==> src/rtl/gpio_irq_pkg.sv <==
package gpio_irq_pkg;
  localparam int REG_ADDR_W = 3;

  typedef enum logic [REG_ADDR_W-1:0] {
    RA_MASK      = 3'd0,
    RA_UNMASK    = 3'd1,
    RA_MASK_SET  = 3'd2,
    RA_STATUS    = 3'd3,
    RA_EDGE_SEL  = 3'd4,
    RA_POLARITY  = 3'd5,
    RA_BOTH_EDGE = 3'd6
  } reg_addr_e;
endpackage

==> src/rtl/gpio_irq_sync.sv <==
module gpio_irq_sync #(
  parameter int WIDTH  = 8,
  parameter int STAGES = 2
) (
  input  logic             clk,
  input  logic             rst,
  input  logic [WIDTH-1:0] async_i,
  output logic [WIDTH-1:0] sync_o
);
  logic [WIDTH-1:0] stage_q [STAGES];

  always_ff @(posedge clk) begin
    if (rst) begin
      for (int s = 0; s < STAGES; s++) stage_q[s] <= '0;
    end else begin
      stage_q[0] <= async_i;
      for (int s = 1; s < STAGES; s++) stage_q[s] <= stage_q[s-1];
    end
  end

  assign sync_o = stage_q[STAGES-1];
endmodule

==> src/rtl/gpio_irq_detect.sv <==
module gpio_irq_detect #(
  parameter int NUM_PINS = 8
) (
  input  logic                clk,
  input  logic                rst,
  input  logic [NUM_PINS-1:0] pin_sync_i,
  input  logic [NUM_PINS-1:0] edge_sel_i,
  input  logic [NUM_PINS-1:0] polarity_i,
  input  logic [NUM_PINS-1:0] both_edge_i,
  output logic [NUM_PINS-1:0] event_o,
  output logic [NUM_PINS-1:0] level_o
);
  logic [NUM_PINS-1:0] prev_q;

  always_ff @(posedge clk) begin
    if (rst) prev_q <= '0;
    else     prev_q <= pin_sync_i;
  end

  for (genvar i = 0; i < NUM_PINS; i++) begin : g_pin
    logic rise, fall, chosen;
    assign rise   = pin_sync_i[i] & ~prev_q[i];
    assign fall   = ~pin_sync_i[i] & prev_q[i];
    assign chosen = both_edge_i[i] ? (rise | fall) : (polarity_i[i] ? rise : fall);
    assign event_o[i] = edge_sel_i[i] & chosen;
    assign level_o[i] = ~edge_sel_i[i] & ~(pin_sync_i[i] ^ polarity_i[i]);
  end
endmodule

==> src/rtl/gpio_irq_regs.sv <==
module gpio_irq_regs
  import gpio_irq_pkg::*;
#(
  parameter int NUM_PINS = 8
) (
  input  logic                  clk,
  input  logic                  rst,
  input  logic                  we_i,
  input  logic                  re_i,
  input  logic [REG_ADDR_W-1:0] addr_i,
  input  logic [NUM_PINS-1:0]   wdata_i,
  output logic [NUM_PINS-1:0]   rdata_o,
  input  logic [NUM_PINS-1:0]   event_i,
  input  logic [NUM_PINS-1:0]   level_i,
  output logic [NUM_PINS-1:0]   status_o,
  output logic [NUM_PINS-1:0]   mask_o,
  output logic [NUM_PINS-1:0]   edge_sel_o,
  output logic [NUM_PINS-1:0]   polarity_o,
  output logic [NUM_PINS-1:0]   both_edge_o
);
  logic [NUM_PINS-1:0] status_q, mask_q, edge_q, pol_q, both_q, clr_vec, status_d;

  assign clr_vec = (we_i && addr_i == RA_STATUS) ? wdata_i : '0;

  for (genvar i = 0; i < NUM_PINS; i++) begin : g_stat
    assign status_d[i] = edge_q[i] ? ((status_q[i] & ~clr_vec[i]) | event_i[i])
                                   : level_i[i];
  end

  always_ff @(posedge clk) begin
    if (rst) begin
      status_q <= '0;
      mask_q   <= '1;
      edge_q   <= '0;
      pol_q    <= '1;
      both_q   <= '0;
    end else begin
      status_q <= status_d;
      if (we_i) begin
        case (addr_i)
          RA_UNMASK:    mask_q <= mask_q & ~wdata_i;
          RA_MASK_SET:  mask_q <= mask_q | wdata_i;
          RA_EDGE_SEL:  edge_q <= wdata_i;
          RA_POLARITY:  pol_q  <= wdata_i;
          RA_BOTH_EDGE: both_q <= wdata_i;
          default: ;
        endcase
      end
    end
  end

  always_ff @(posedge clk) begin
    if (rst) begin
      rdata_o <= '0;
    end else if (re_i) begin
      case (addr_i)
        RA_MASK:      rdata_o <= mask_q;
        RA_STATUS:    rdata_o <= status_q;
        RA_EDGE_SEL:  rdata_o <= edge_q;
        RA_POLARITY:  rdata_o <= pol_q;
        RA_BOTH_EDGE: rdata_o <= both_q;
        default:      rdata_o <= '0;
      endcase
    end
  end

  assign status_o    = status_q;
  assign mask_o      = mask_q;
  assign edge_sel_o  = edge_q;
  assign polarity_o  = pol_q;
  assign both_edge_o = both_q;
endmodule

==> src/rtl/gpio_irq_unit.sv <==
module gpio_irq_unit
  import gpio_irq_pkg::*;
#(
  parameter int NUM_PINS    = 8,
  parameter int SYNC_STAGES = 2
) (
  input  logic                  clk,
  input  logic                  rst,
  input  logic                  reg_we,
  input  logic                  reg_re,
  input  logic [REG_ADDR_W-1:0] reg_addr,
  input  logic [NUM_PINS-1:0]   reg_wdata,
  output logic [NUM_PINS-1:0]   reg_rdata,
  input  logic [NUM_PINS-1:0]   pin_in,
  input  logic                  irq_chain_in,
  output logic                  irq_out
);
  logic [NUM_PINS-1:0] pin_sync, event_vec, level_vec;
  logic [NUM_PINS-1:0] status_vec, mask_vec, edge_vec, pol_vec, both_vec;

  gpio_irq_sync #(.WIDTH(NUM_PINS), .STAGES(SYNC_STAGES)) u_sync (
    .clk(clk), .rst(rst), .async_i(pin_in), .sync_o(pin_sync)
  );

  gpio_irq_detect #(.NUM_PINS(NUM_PINS)) u_detect (
    .clk(clk), .rst(rst), .pin_sync_i(pin_sync),
    .edge_sel_i(edge_vec), .polarity_i(pol_vec), .both_edge_i(both_vec),
    .event_o(event_vec), .level_o(level_vec)
  );

  gpio_irq_regs #(.NUM_PINS(NUM_PINS)) u_regs (
    .clk(clk), .rst(rst), .we_i(reg_we), .re_i(reg_re), .addr_i(reg_addr),
    .wdata_i(reg_wdata), .rdata_o(reg_rdata),
    .event_i(event_vec), .level_i(level_vec),
    .status_o(status_vec), .mask_o(mask_vec),
    .edge_sel_o(edge_vec), .polarity_o(pol_vec), .both_edge_o(both_vec)
  );

  always_ff @(posedge clk) begin
    if (rst) irq_out <= 1'b0;
    else     irq_out <= (|(status_vec & ~mask_vec)) | irq_chain_in;
  end
endmodule

==> config.mk <==
export PLATFORM = sky130hd
export DESIGN_NAME = gpio_irq_unit
export DESIGN_NICKNAME = d
export VERILOG_FILES = /design/src/rtl/gpio_irq_pkg.sv /design/src/rtl/gpio_irq_sync.sv /design/src/rtl/gpio_irq_detect.sv /design/src/rtl/gpio_irq_regs.sv /design/src/rtl/gpio_irq_unit.sv
export SDC_FILE = /design/constraint.sdc
export NUM_CORES = 1
export LEC_CHECK = 0
export BUFFER_PORTS_ARGS = -buffer_cell sky130_fd_sc_hd__buf_2
export CAP_MARGIN = 20
export CORE_MARGIN = 2
export CORE_UTILIZATION = 59
export CTS_CLUSTER_SIZE = 30
export DETAILED_ROUTE_END_ITERATION = 7
export PLACE_DENSITY_LB_ADDON = 0.25
export SLEW_MARGIN = 20
export SYNTH_ARGS = -nofsm -noshare
export SYNTH_HDL_FRONTEND = slang
export SYNTH_HIERARCHICAL = 1
export SYNTH_SLANG_ARGS = --single-unit
==> constraint.sdc <==
create_clock -name clk -period 1.7 [get_ports clk]
set_clock_uncertainty 0.1 [all_clocks]
set_input_delay 0 -clock clk [delete_from_list [all_inputs] [get_ports clk]]
set_output_delay 0 -clock clk [all_outputs]
set_load 0.1 [all_outputs]
==> results.json, run 1 <==
{
  "cts_setup_buffers": 0,
  "layout_min_cycle_time_ns": 1.629,
  "floorplan.rows": 28,
  "start_util_pct": 60.71,
  "port_buffers": 32,
  "r2r.worst_path.cells": 7,
  "routed_wl_um": 8196,
  "max-vdd-ir-drop_v": 0.0005022,
  "cts_tree": "yes",
  "fillers": 453,
  "drt_iter0_drc": 308,
  "num_antenna_cells": 0,
  "setup_tns_ns": 0,
  "yosys_warnings": 6,
  "ys_types": 38,
  "cp_top_family": "flip-flops",
  "ys_ff_latch": 73,
  "cts_max_level": 3,
  "synth.yosys.seq_area_share_pct": 40.90,
  "synthCells": 417,
  "p_leak_nw": 1.902,
  "place_congestion": 0.8365,
  "setup_violations": 0,
  "finalHoldViolCount": 0,
  "hold_depth": 3,
  "rr_endpoint": "u_regs/status_o[2]$_SDFF_PP0_",
  "power_mw": 3.671,
  "numCtsBuffers": 9,
  "grt.total_usage_pct": 25.72,
  "synth_top_flop_cell": "dfxtp_1",
  "stdcell_count": 537,
  "slew_violations": 0,
  "crit_buf_inv": 1,
  "worst_slew_pin_slew_ns": 0.9969,
  "synth_top_area_share_pct": 40.90,
  "drive_above_1_share_pct": 19.05,
  "worstPathRequired_ns": 1.84,
  "hold_path_end": "u_detect/prev_q[0]$_SDFF_PP0_",
  "slowest_stage": "dfxtp_2",
  "die_x_um": 81.83,
  "ys_async_sr_fraction_pct": 0,
  "regToRegSetupSlack_ns": 0.07,
  "cp-start-kind": "flip-flop",
  "hp-class": "primary input to flip-flop",
  "antenna_found_initial": 0,
  "cts_root_buf": "clkbuf_8",
  "avgSynthCellArea_um2": 8.569,
  "viasPerCell": 5.704,
  "fmax_ghz": 0.6139,
  "ys_top_cells_by_area": "dfxtp_1 41%, nand2_1 7.9%, ha_1 5.6%, a21oi_1 4.6%, a221o_1 3.6%",
  "register_area_mm2": 0.001470,
  "fin_crit_sh_pct": 95.81,
  "multiInputGateArea_mm2": 0.001869,
  "final_antenna_net_count": 0,
  "status": "finished clean",
  "syn-num-nets": 457,
  "synth_area_mm2": 0.003573,
  "fin_nets": 497,
  "clk_path_buf_depth": 2,
  "dieArea_mm2": 0.006695,
  "cts.sinks": 73,
  "p_per_area_mw_per_mm2": 884.6,
  "cp_slowest_stage_delay_ns": 0.36,
  "areaGrowthSynthToFinish_pct": 16.14,
  "hold_slack_ns": 0.02076,
  "cp.arrival_ns": 1.77,
  "path_clk_slew_ns": 0.08,
  "core_mm2": 0.005886,
  "dp_hpwl_um": 5407,
  "dieHeight_um": 81.83,
  "critPathMaxFanout": 3,
  "synth.largest_area_cell": "dfxtp_1",
  "crit_path_end_kind": "flip-flop",
  "io_pins": 33,
  "timing.slew.headroom_pct": 33.30,
  "rsz0062_at_grt": "no",
  "pre_cts_ws_ns": 0.06117,
  "clk_latency_ns": 0.35,
  "cp_cell_sequence": "inv_1 -> ha_1 -> mux2_1 -> o211a_1 -> nand2b_1 -> a21oi_1 -> nor3_1",
  "grt_overflow": 0,
  "synth_edf_count": 0,
  "drtPass1Iterations": 5,
  "min_from": "rst",
  "wl_per_cell_um": 15.26,
  "maxCapViolCount": 0,
  "grt_pass1_wl_um": 12850,
  "drcViolationCount": 0,
  "num_vias": 3063,
  "grt_max_degree": 44,
  "worst-setup-path-type": "flip-flop to flip-flop",
  "grt_pass1_vias": 2677,
  "finalWorstSetupSlack_ns": 0.07119,
  "reg2reg_from": "u_sync/stage_q[0][10]$_SDFF_PP0_",
  "place_inst": 504
}
[worst register-to-register path: cells and delay by family (launching register included)]
| kind | cells | cell delay (ns) |
|---|---|---|
| AO/OA/AOI/OAI | 2 | 0.33 |
| adder cells (fa/ha/maj) | 1 | 0.18 |
| buffers and inverters | 1 | 0.06 |
| flip-flops | 1 | 0.36 |
| multiplexers | 1 | 0.28 |
| AND/OR/NAND/NOR | 2 | 0.20 |
[metal layers]
| metal | vias to the layer above | wire length (um) | part of all wire [%] | track usage [%] |
|---|---|---|---|---|
| li1 | 1489 | - | - | - |
| met1 | 1426 | 3782 | 46 | 34.68 |
| met2 | 133 | 3706 | 45 | 40.57 |
| met3 | 15 | 609 | 7.4 | 5.385 |
| met4 | 0 | 97 | 1.2 | 9.500 |
| met5 | - | 0 | 0 | 0 |
[per-stage QoR]
step,utilization (%),instance area (um^2)
2_1_floorplan,-,3573
3_3_place_gp,63.67,3747
3_5_place_dp,63.67,3747
4_1_cts,70.05,4123
5_1_grt,70.51,4150
6_report,70.51,4150
[worst max-delay path by stage]
stage | start | to | slack [ns] | cells after the start
after detailed placement | u_sync/stage_q[0][15]$_SDFF_PP0_ | u_regs/status_o[7]$_SDFF_PP0_ | 0.06 | 7
final | u_sync/stage_q[0][10]$_SDFF_PP0_ | u_regs/status_o[2]$_SDFF_PP0_ | 0.07 | 7
after global placement | reg_addr[1] | u_regs/rdata_o[3]$_SDFFE_PP0P_ | 0.11 | 5
after floorplan | u_sync/stage_q[0][9]$_SDFF_PP0_ | u_regs/status_o[1]$_SDFF_PP0_ | 0.12 | 8
after global routing | u_sync/stage_q[0][8]$_SDFF_PP0_ | u_regs/status_o[0]$_SDFF_PP0_ | 0.005 | 7
after CTS | u_sync/stage_q[0][11]$_SDFF_PP0_ | u_regs/status_o[3]$_SDFF_PP0_ | 0.02 | 7
[final cells by class]
cell class                 instances  share of cell area, %
tap                               75                  2.261
clock buffer                      10                  3.316
sequential                        73                  35.42
clock inverter                     6                  1.628
multi-input combinational        290                  45.04
timing repair buffer              60                  10.25
inverter                          23                  2.080
[where the power goes]
group          internal [mW]  total [mW]  switching [mW]
sequential              1.78        1.83          0.0532
combinational          0.178       0.450           0.272
clock                  0.720        1.39           0.674
total                   2.67        3.67           0.998
[cell usage in the layout, fill, tap and decap left out, drive strengths merged, types with 6 or more instances in the layout]
| cell | synthesis | final |
|---|---|---|
| nand3b | 8 | 8 |
| a22o | 7 | 7 |
| nand2 | 75 | 75 |
| a21oi | 33 | 33 |
| clkbuf | 13 | 10 |
| mux2 | 8 | 8 |
| ha | 16 | 16 |
| and3 | 17 | 17 |
| and2b | 6 | 6 |
| nor3 | 8 | 8 |
| o211a | 9 | 9 |
| nor2 | 27 | 27 |
| xor2 | 8 | 8 |
| a221o | 15 | 15 |
| nor2b | 17 | 17 |
| nand3 | 9 | 9 |
| dlygate4sd3 | 0 | 17 |
| dfxtp | 73 | 73 |
| buf | 18 | 43 |
| o21ai | 8 | 8 |
| inv | 23 | 23 |
| nand2b | 8 | 8 |
[cells in the mapped netlist (9+ instances only)]
master / instances
dfxtp_1: 73
clkbuf_1: 12
ha_1: 16
inv_1: 23
nor2b_1: 10
and3_1: 17
a21oi_1: 33
nand3_1: 9
o211a_1: 9
nor2_1: 27
a221o_1: 13
nand2_1: 75
buf_4: 10
[cells by family after synthesis]
logic type / share of synthesized area (%)
adder cells (fa/ha/maj): 5.602
XOR/XNOR: 2.206
buffers and inverters: 7.318
AND/OR/NAND/NOR: 24.76
flip-flops: 40.90
AO/OA/AOI/OAI: 16.42
multiplexers: 2.801
[timing repair]
item	4_1_cts	5_1_grt
setup endpoints to repair	0	7
hold buffers	17	0
gates resized for setup	0	12
endpoints found under the hold margin	49	0
Note: power is estimated with default switching activity, not from simulation.
==> run 2, diff against run 1 <==
--- a/config.mk
+++ b/config.mk
@@ -8,7 +8,7 @@
 export BUFFER_PORTS_ARGS = -buffer_cell sky130_fd_sc_hd__buf_2
 export CAP_MARGIN = 20
 export CORE_MARGIN = 2
-export CORE_UTILIZATION = 59
+export CORE_UTILIZATION = 30
 export CTS_CLUSTER_SIZE = 30
 export DETAILED_ROUTE_END_ITERATION = 7
 export PLACE_DENSITY_LB_ADDON = 0.25
@@ -17,3 +17,4 @@
 export SYNTH_HDL_FRONTEND = slang
 export SYNTH_HIERARCHICAL = 1
 export SYNTH_SLANG_ARGS = --single-unit
+export TNS_END_PERCENT = 1
==> run 2 against run 1 <==
- the flow now finishes with violations (design-rule violations)
- sequential share of layout area fell by 1.4 points
- clock-buffer cell count is 2 higher
- non-clock buffer count increased by 5
- clock power rose by 21%
- combinational power hardly changed
- via count is 4.0% lower
- largest cell class unchanged
- largest power group unchanged
==> results.json, run 2 (synthesized netlist as in run 1, its figures left out) <==
{
  "numCtsBuffers": 9,
  "start_util_pct": 31.03,
  "hold_slack_ns": 0.06072,
  "drcViolationCount": 4,
  "layout_min_cycle_time_ns": 1.594,
  "timing.slew.headroom_pct": 42.87,
  "drive_above_1_share_pct": 18.84,
  "slew_violations": 0,
  "place_congestion": 0.8170,
  "stdcell_count": 610,
  "fmax_ghz": 0.6274,
  "grt_pass1_vias": 2843,
  "seq_power_share_pct": 46.2,
  "rsz0062_at_grt": "no",
  "die_x_um": 113.1,
  "floorplan.rows": 39,
  "final_cell_mix": "75 x nand2_1, 65 x dfxtp_1, 32 x buf_2, 31 x a21oi_1, 27 x nor2_1",
  "cts_tree": "yes",
  "routed_wl_um": 8715,
  "p_comb_share_pct": 11.4,
  "regToRegSetupSlack_ns": 0.11,
  "clk_path_buf_depth": 2,
  "grt.total_usage_pct": 14.64,
  "finalHoldViolCount": 0,
  "worstPathRequired_ns": 1.81,
  "setup_tns_ns": 0,
  "switching_share_pct": 25.88,
  "grt_overflow": 0,
  "areaGrowthSynthToFinish_pct": 20.90,
  "use_met3_pct": 3.642,
  "hp-class": "primary input to flip-flop",
  "dieArea_mm2": 0.01280,
  "fin_nets": 502,
  "p_per_area_mw_per_mm2": 917.5,
  "path_clk_slew_ns": 0.06,
  "antenna_found_initial": 0,
  "dp_hpwl_um": 6000,
  "cts_setup_buffers": 0,
  "maxCapViolCount": 0,
  "violations": "design-rule violations",
  "max-vdd-ir-drop_v": 0.0003616,
  "wl_per_cell_um": 14.29,
  "dieHeight_um": 113.1,
  "num_antenna_cells": 0,
  "final_antenna_net_count": 0,
  "fin_crit_sh_pct": 93.75,
  "use_met2_pct": 22.04,
  "viasPerCell": 4.820,
  "cp_cell_sequence": "inv_1 -> ha_1 -> mux2_1 -> o211a_1 -> nand2b_1 -> a21oi_1 -> nor3_1",
  "cts_max_level": 3,
  "port_buffers": 32,
  "drtPass1Iterations": 6,
  "clk_latency_ns": 0.33,
  "io_pins": 33,
  "cp.arrival_ns": 1.70,
  "cts.sinks": 73,
  "worst_slew_pin_slew_ns": 0.8537,
  "grt_busiest_layer": "met2",
  "power_mw": 3.964,
  "pwr-share-clk_pct": 42.4,
  "worst-setup-path-type": "flip-flop to flip-flop",
  "fillers": 1173,
  "layout_commonest_cell": "nand2_1",
  "cp-start-kind": "flip-flop",
  "num_vias": 2940,
  "cts_root_buf": "clkbuf_16",
  "crit_path_end_kind": "flip-flop",
  "cp_slowest_stage_delay_ns": 0.34,
  "grt_pass1_wl_um": 14540,
  "switchingPower_mw": 1.026,
  "core_mm2": 0.01152,
  "place_inst": 576,
  "grt_use_met1_pct": 19.98,
  "status": "finished, violations left",
  "drt_iter0_drc": 186,
  "setup_violations": 0,
  "critPathMaxFanout": 3,
  "grt_max_degree": 66,
  "slowest_stage": "dfxtp_2",
  "p_leak_nw": 1.957,
  "internal_power_mw": 2.938
}
## run 2: area by class of cell
type | count | area, um^2 | share of cell area, %
Clock buffer | 12 | 236.5 | 5.474
Sequential cell | 73 | 1471 | 34.06
Tap cell | 143 | 178.9 | 4.141
Clock inverter | 4 | 20.02 | 0.4634
Multi-Input combinational cell | 290 | 1862 | 43.09
Inverter | 23 | 86.33 | 1.998
Timing Repair Buffer | 65 | 465.4 | 10.77
## run 2: critical path, delay by kind of cell (launching register included)
kind	cells	cell delay [ns]
buffers and inverters	1	0.06
multiplexers	1	0.28
AO/OA/AOI/OAI	2	0.32
AND/OR/NAND/NOR	2	0.19
adder cells (fa/ha/maj)	1	0.18
flip-flops	1	0.34
## run 2: worst paths after layout
kind,startpoint,endpoint,depth (start not counted)
max,u_sync/stage_q[0][10]$_SDFF_PP0_,u_regs/status_o[2]$_SDFF_PP0_,7
min,reg_re,u_regs/rdata_o[4]$_SDFFE_PP0P_,3
max reg2reg,u_sync/stage_q[0][10]$_SDFF_PP0_,u_regs/status_o[2]$_SDFF_PP0_,7
min reg2reg,u_sync/stage_q[0][3]$_SDFF_PP0_,u_sync/stage_q[0][11]$_SDFF_PP0_,1
## run 2: power groups by stage
stage	registers (mW)	clock network, mW	logic, mW
CTS	1.83	1.73	0.450
floorplan	1.92	0	0.240
detailed placement	1.87	0	0.417
global route	1.84	1.80	0.498
global placement	1.87	0	0.410
finish	1.83	1.68	0.450
## run 2: timing repair
item / in CTS / in global routing
hold buffers: 18 / 0
endpoints found under the setup margin: 0 / 8
endpoints found under the hold margin: 43 / 0
resized for setup: 0 / 11
## run 2: per-layer routing
metal  wire length [um]  vias to the layer above  part of all wire, %
met3                443                        9                  5.1
li1                   -                     1499                    -
met1               4360                     1370                   50
met2               3753                       62                   43
met4                159                        0                  1.8
met5                  0                        -                    0
## run 2: metrics by stage
step	setup WS [ns]	instance area, um^2	util [%]
4_1_cts	0.03988	4299	37.33
6_report	0.1062	4320	37.52
2_1_floorplan	0.1224	3573	-
5_1_grt	0.007262	4320	37.52
3_5_place_dp	0.04507	3862	33.54
3_3_place_gp	0.09341	3862	33.54
==> run 3, diff against run 2 <==
==> constraint.sdc (replaced) <==
create_clock -name clk -period 1.7 [get_ports clk]
set_clock_uncertainty 0.1 [all_clocks]
set_input_delay 0.255 -clock clk [delete_from_list [all_inputs] [get_ports clk]]
set_output_delay 0.255 -clock clk [all_outputs]
set_load 0.1 [all_outputs]
==> run 3 against run 2 <==
- the run still ends with design-rule violations left
- non-clock buffer count is the same
- clock power grew 5%
- worst setup slack lost 0.0070 ns
- global-route usage grew 0.34 points
- first-iteration DRC count grew 34%
- via count shrank 0.34%
- hold slack lost 0.032 ns
- combinational power shrank 2%
- cell area shrank 0.29%
- critical path type unchanged
- largest power group unchanged
==> results.json, run 3 (synthesized netlist as in run 1, its figures left out) <==
{
  "clk_latency_ns": 0.33,
  "switchingPower_mw": 1.002,
  "hold_depth": 2,
  "io_pins": 33,
  "power_mw": 4.040,
  "multiInputGateArea_mm2": 0.001868,
  "dp_hpwl_um": 6358,
  "areaGrowthSynthToFinish_pct": 20.55,
  "port_buffers": 32,
  "drtPass1Iterations": 6,
  "cts_setup_buffers": 0,
  "cts_tree": "yes",
  "p_comb_share_pct": 11.0,
  "cts_hold_buf": 0,
  "r2r.worst_path.cells": 7,
  "pre_cts_ws_ns": -0.04503,
  "setup_violations": 0,
  "finalHoldViolCount": 0,
  "layout_min_cycle_time_ns": 1.601,
  "grt_max_degree": 63,
  "placed_area_mm2": 0.004010,
  "crit_path_end_kind": "flip-flop",
  "final_area_mm2": 0.004308,
  "numCtsBuffers": 9,
  "grt.total_usage_pct": 14.98,
  "final_cell_mix": "75 x nand2_1, 65 x dfxtp_1, 32 x buf_2, 31 x a21oi_1, 31 x buf_4",
  "drcViolationCount": 4,
  "grt_pass1_vias": 2869,
  "p_leak_nw": 1.978,
  "ctsResizeCount": 0,
  "path_clk_slew_ns": 0.06,
  "grt_overflow": 0,
  "cp_cell_sequence": "inv_1 -> ha_1 -> mux2_1 -> o211a_1 -> nand2b_1 -> a21oi_1 -> nor3_1",
  "wl_per_cell_um": 14.52,
  "slew_violations": 0,
  "internal_power_mw": 3.038,
  "fin_nets": 502,
  "rsz0062_at_grt": "yes",
  "hold_slack_ns": 0.02883,
  "num_vias": 2930,
  "floorplan.rows": 39,
  "setup_tns_ns": 0,
  "cp-start-kind": "flip-flop",
  "cp.arrival_ns": 1.71,
  "maxCapViolCount": 0,
  "register_area_mm2": 0.001471,
  "core_mm2": 0.01152,
  "final_antenna_net_count": 0,
  "clk_path_buf_depth": 2,
  "fin_crit_sh_pct": 94.16,
  "switching_share_pct": 24.80,
  "finalWorstSetupSlack_ns": 0.09920,
  "hp-class": "primary input to flip-flop",
  "critPathMaxFanout": 3,
  "pwr-share-clk_pct": 43.6,
  "num_antenna_cells": 0,
  "cts_root_buf": "clkbuf_16",
  "place_congestion": 0.7998,
  "drt_iter0_drc": 250,
  "dieArea_mm2": 0.01280,
  "die_x_um": 113.1,
  "cp_top_family": "flip-flops",
  "max-vdd-ir-drop_v": 0.0003820,
  "cp.depth": 7,
  "dieHeight_um": 113.1,
  "worst_slew_pin_slew_ns": 0.8269,
  "p_per_area_mw_per_mm2": 937.8,
  "cp_slowest_stage_delay_ns": 0.34,
  "layout_commonest_cell": "nand2_1",
  "violations": "design-rule violations",
  "crit_buf_inv": 1,
  "viasPerCell": 4.827,
  "worst-setup-path-type": "flip-flop to flip-flop",
  "cts.sinks": 73,
  "start_util_pct": 31.03,
  "antenna_found_initial": 0,
  "timing.slew.headroom_pct": 44.67,
  "fillers": 1168,
  "drive_above_1_share_pct": 23.06,
  "seq_power_share_pct": 45.4,
  "grt_pass1_wl_um": 15010,
  "cts_max_level": 3,
  "slowest_stage": "dfxtp_2",
  "status": "finished, violations left",
  "fmax_ghz": 0.6247,
  "routed_wl_um": 8816,
  "worstPathRequired_ns": 1.81
}
run 3: final timing paths:
| path | start | end | slack [ns] |
|---|---|---|---|
| setup / recovery | u_sync/stage_q[0][15]$_SDFF_PP0_ | u_regs/status_o[7]$_SDFF_PP0_ | 0.1 |
| hold / removal | pin_in[7] | u_sync/stage_q[0][7]$_SDFF_PP0_ | 0.03 |
| setup reg to reg | u_sync/stage_q[0][15]$_SDFF_PP0_ | u_regs/status_o[7]$_SDFF_PP0_ | 0.1 |
| hold reg to reg | u_sync/stage_q[0][4]$_SDFF_PP0_ | u_sync/stage_q[0][12]$_SDFF_PP0_ | 0.34 |
run 3: final cells by class:
| cell class | count | area share, % |
|---|---|---|
| clock buffers | 13 | 6.274 |
| inverters | 23 | 2.004 |
| multi-input cells | 290 | 43.36 |
| flip-flops and latches | 73 | 34.16 |
| well taps | 143 | 4.153 |
| repair buffers | 65 | 10.05 |
run 3: layer usage:
metal / vias to the layer above / track usage [%] / wire length [um]
li1: 1497 / - / -
met1: 1359 / 21.03 / 4544
met2: 59 / 21.92 / 3711
met3: 15 / 3.589 / 380
met4: 0 / 6.341 / 180
met5: - / 0 / 0
run 3: through the flow:
stage	utilization, %	std cells
2_1_floorplan	-	417
3_3_place_gp	34.82	594
3_5_place_dp	34.82	594
4_1_cts	37.17	607
5_1_grt	37.41	607
6_report	37.41	607
run 3: power by group through the flow:
stage / logic (mW) / clock network [mW] / registers (mW)
after floorplan: 0.240 / 0 / 1.92
after global placement: 0.435 / 0 / 1.87
after CTS: 0.444 / 1.82 / 1.83
after detailed placement: 0.442 / 0 / 1.87
final: 0.443 / 1.76 / 1.83
after global routing: 0.493 / 1.90 / 1.84
run 3: worst reg2reg max path, stage by stage, from the launching register on:
cell	delay, ns
dfxtp_2	0.34
inv_1	0.06
ha_1	0.18
mux2_1	0.29
o211a_1	0.20
nand2b_1	0.14
a21oi_1	0.12
nor3_1	0.06
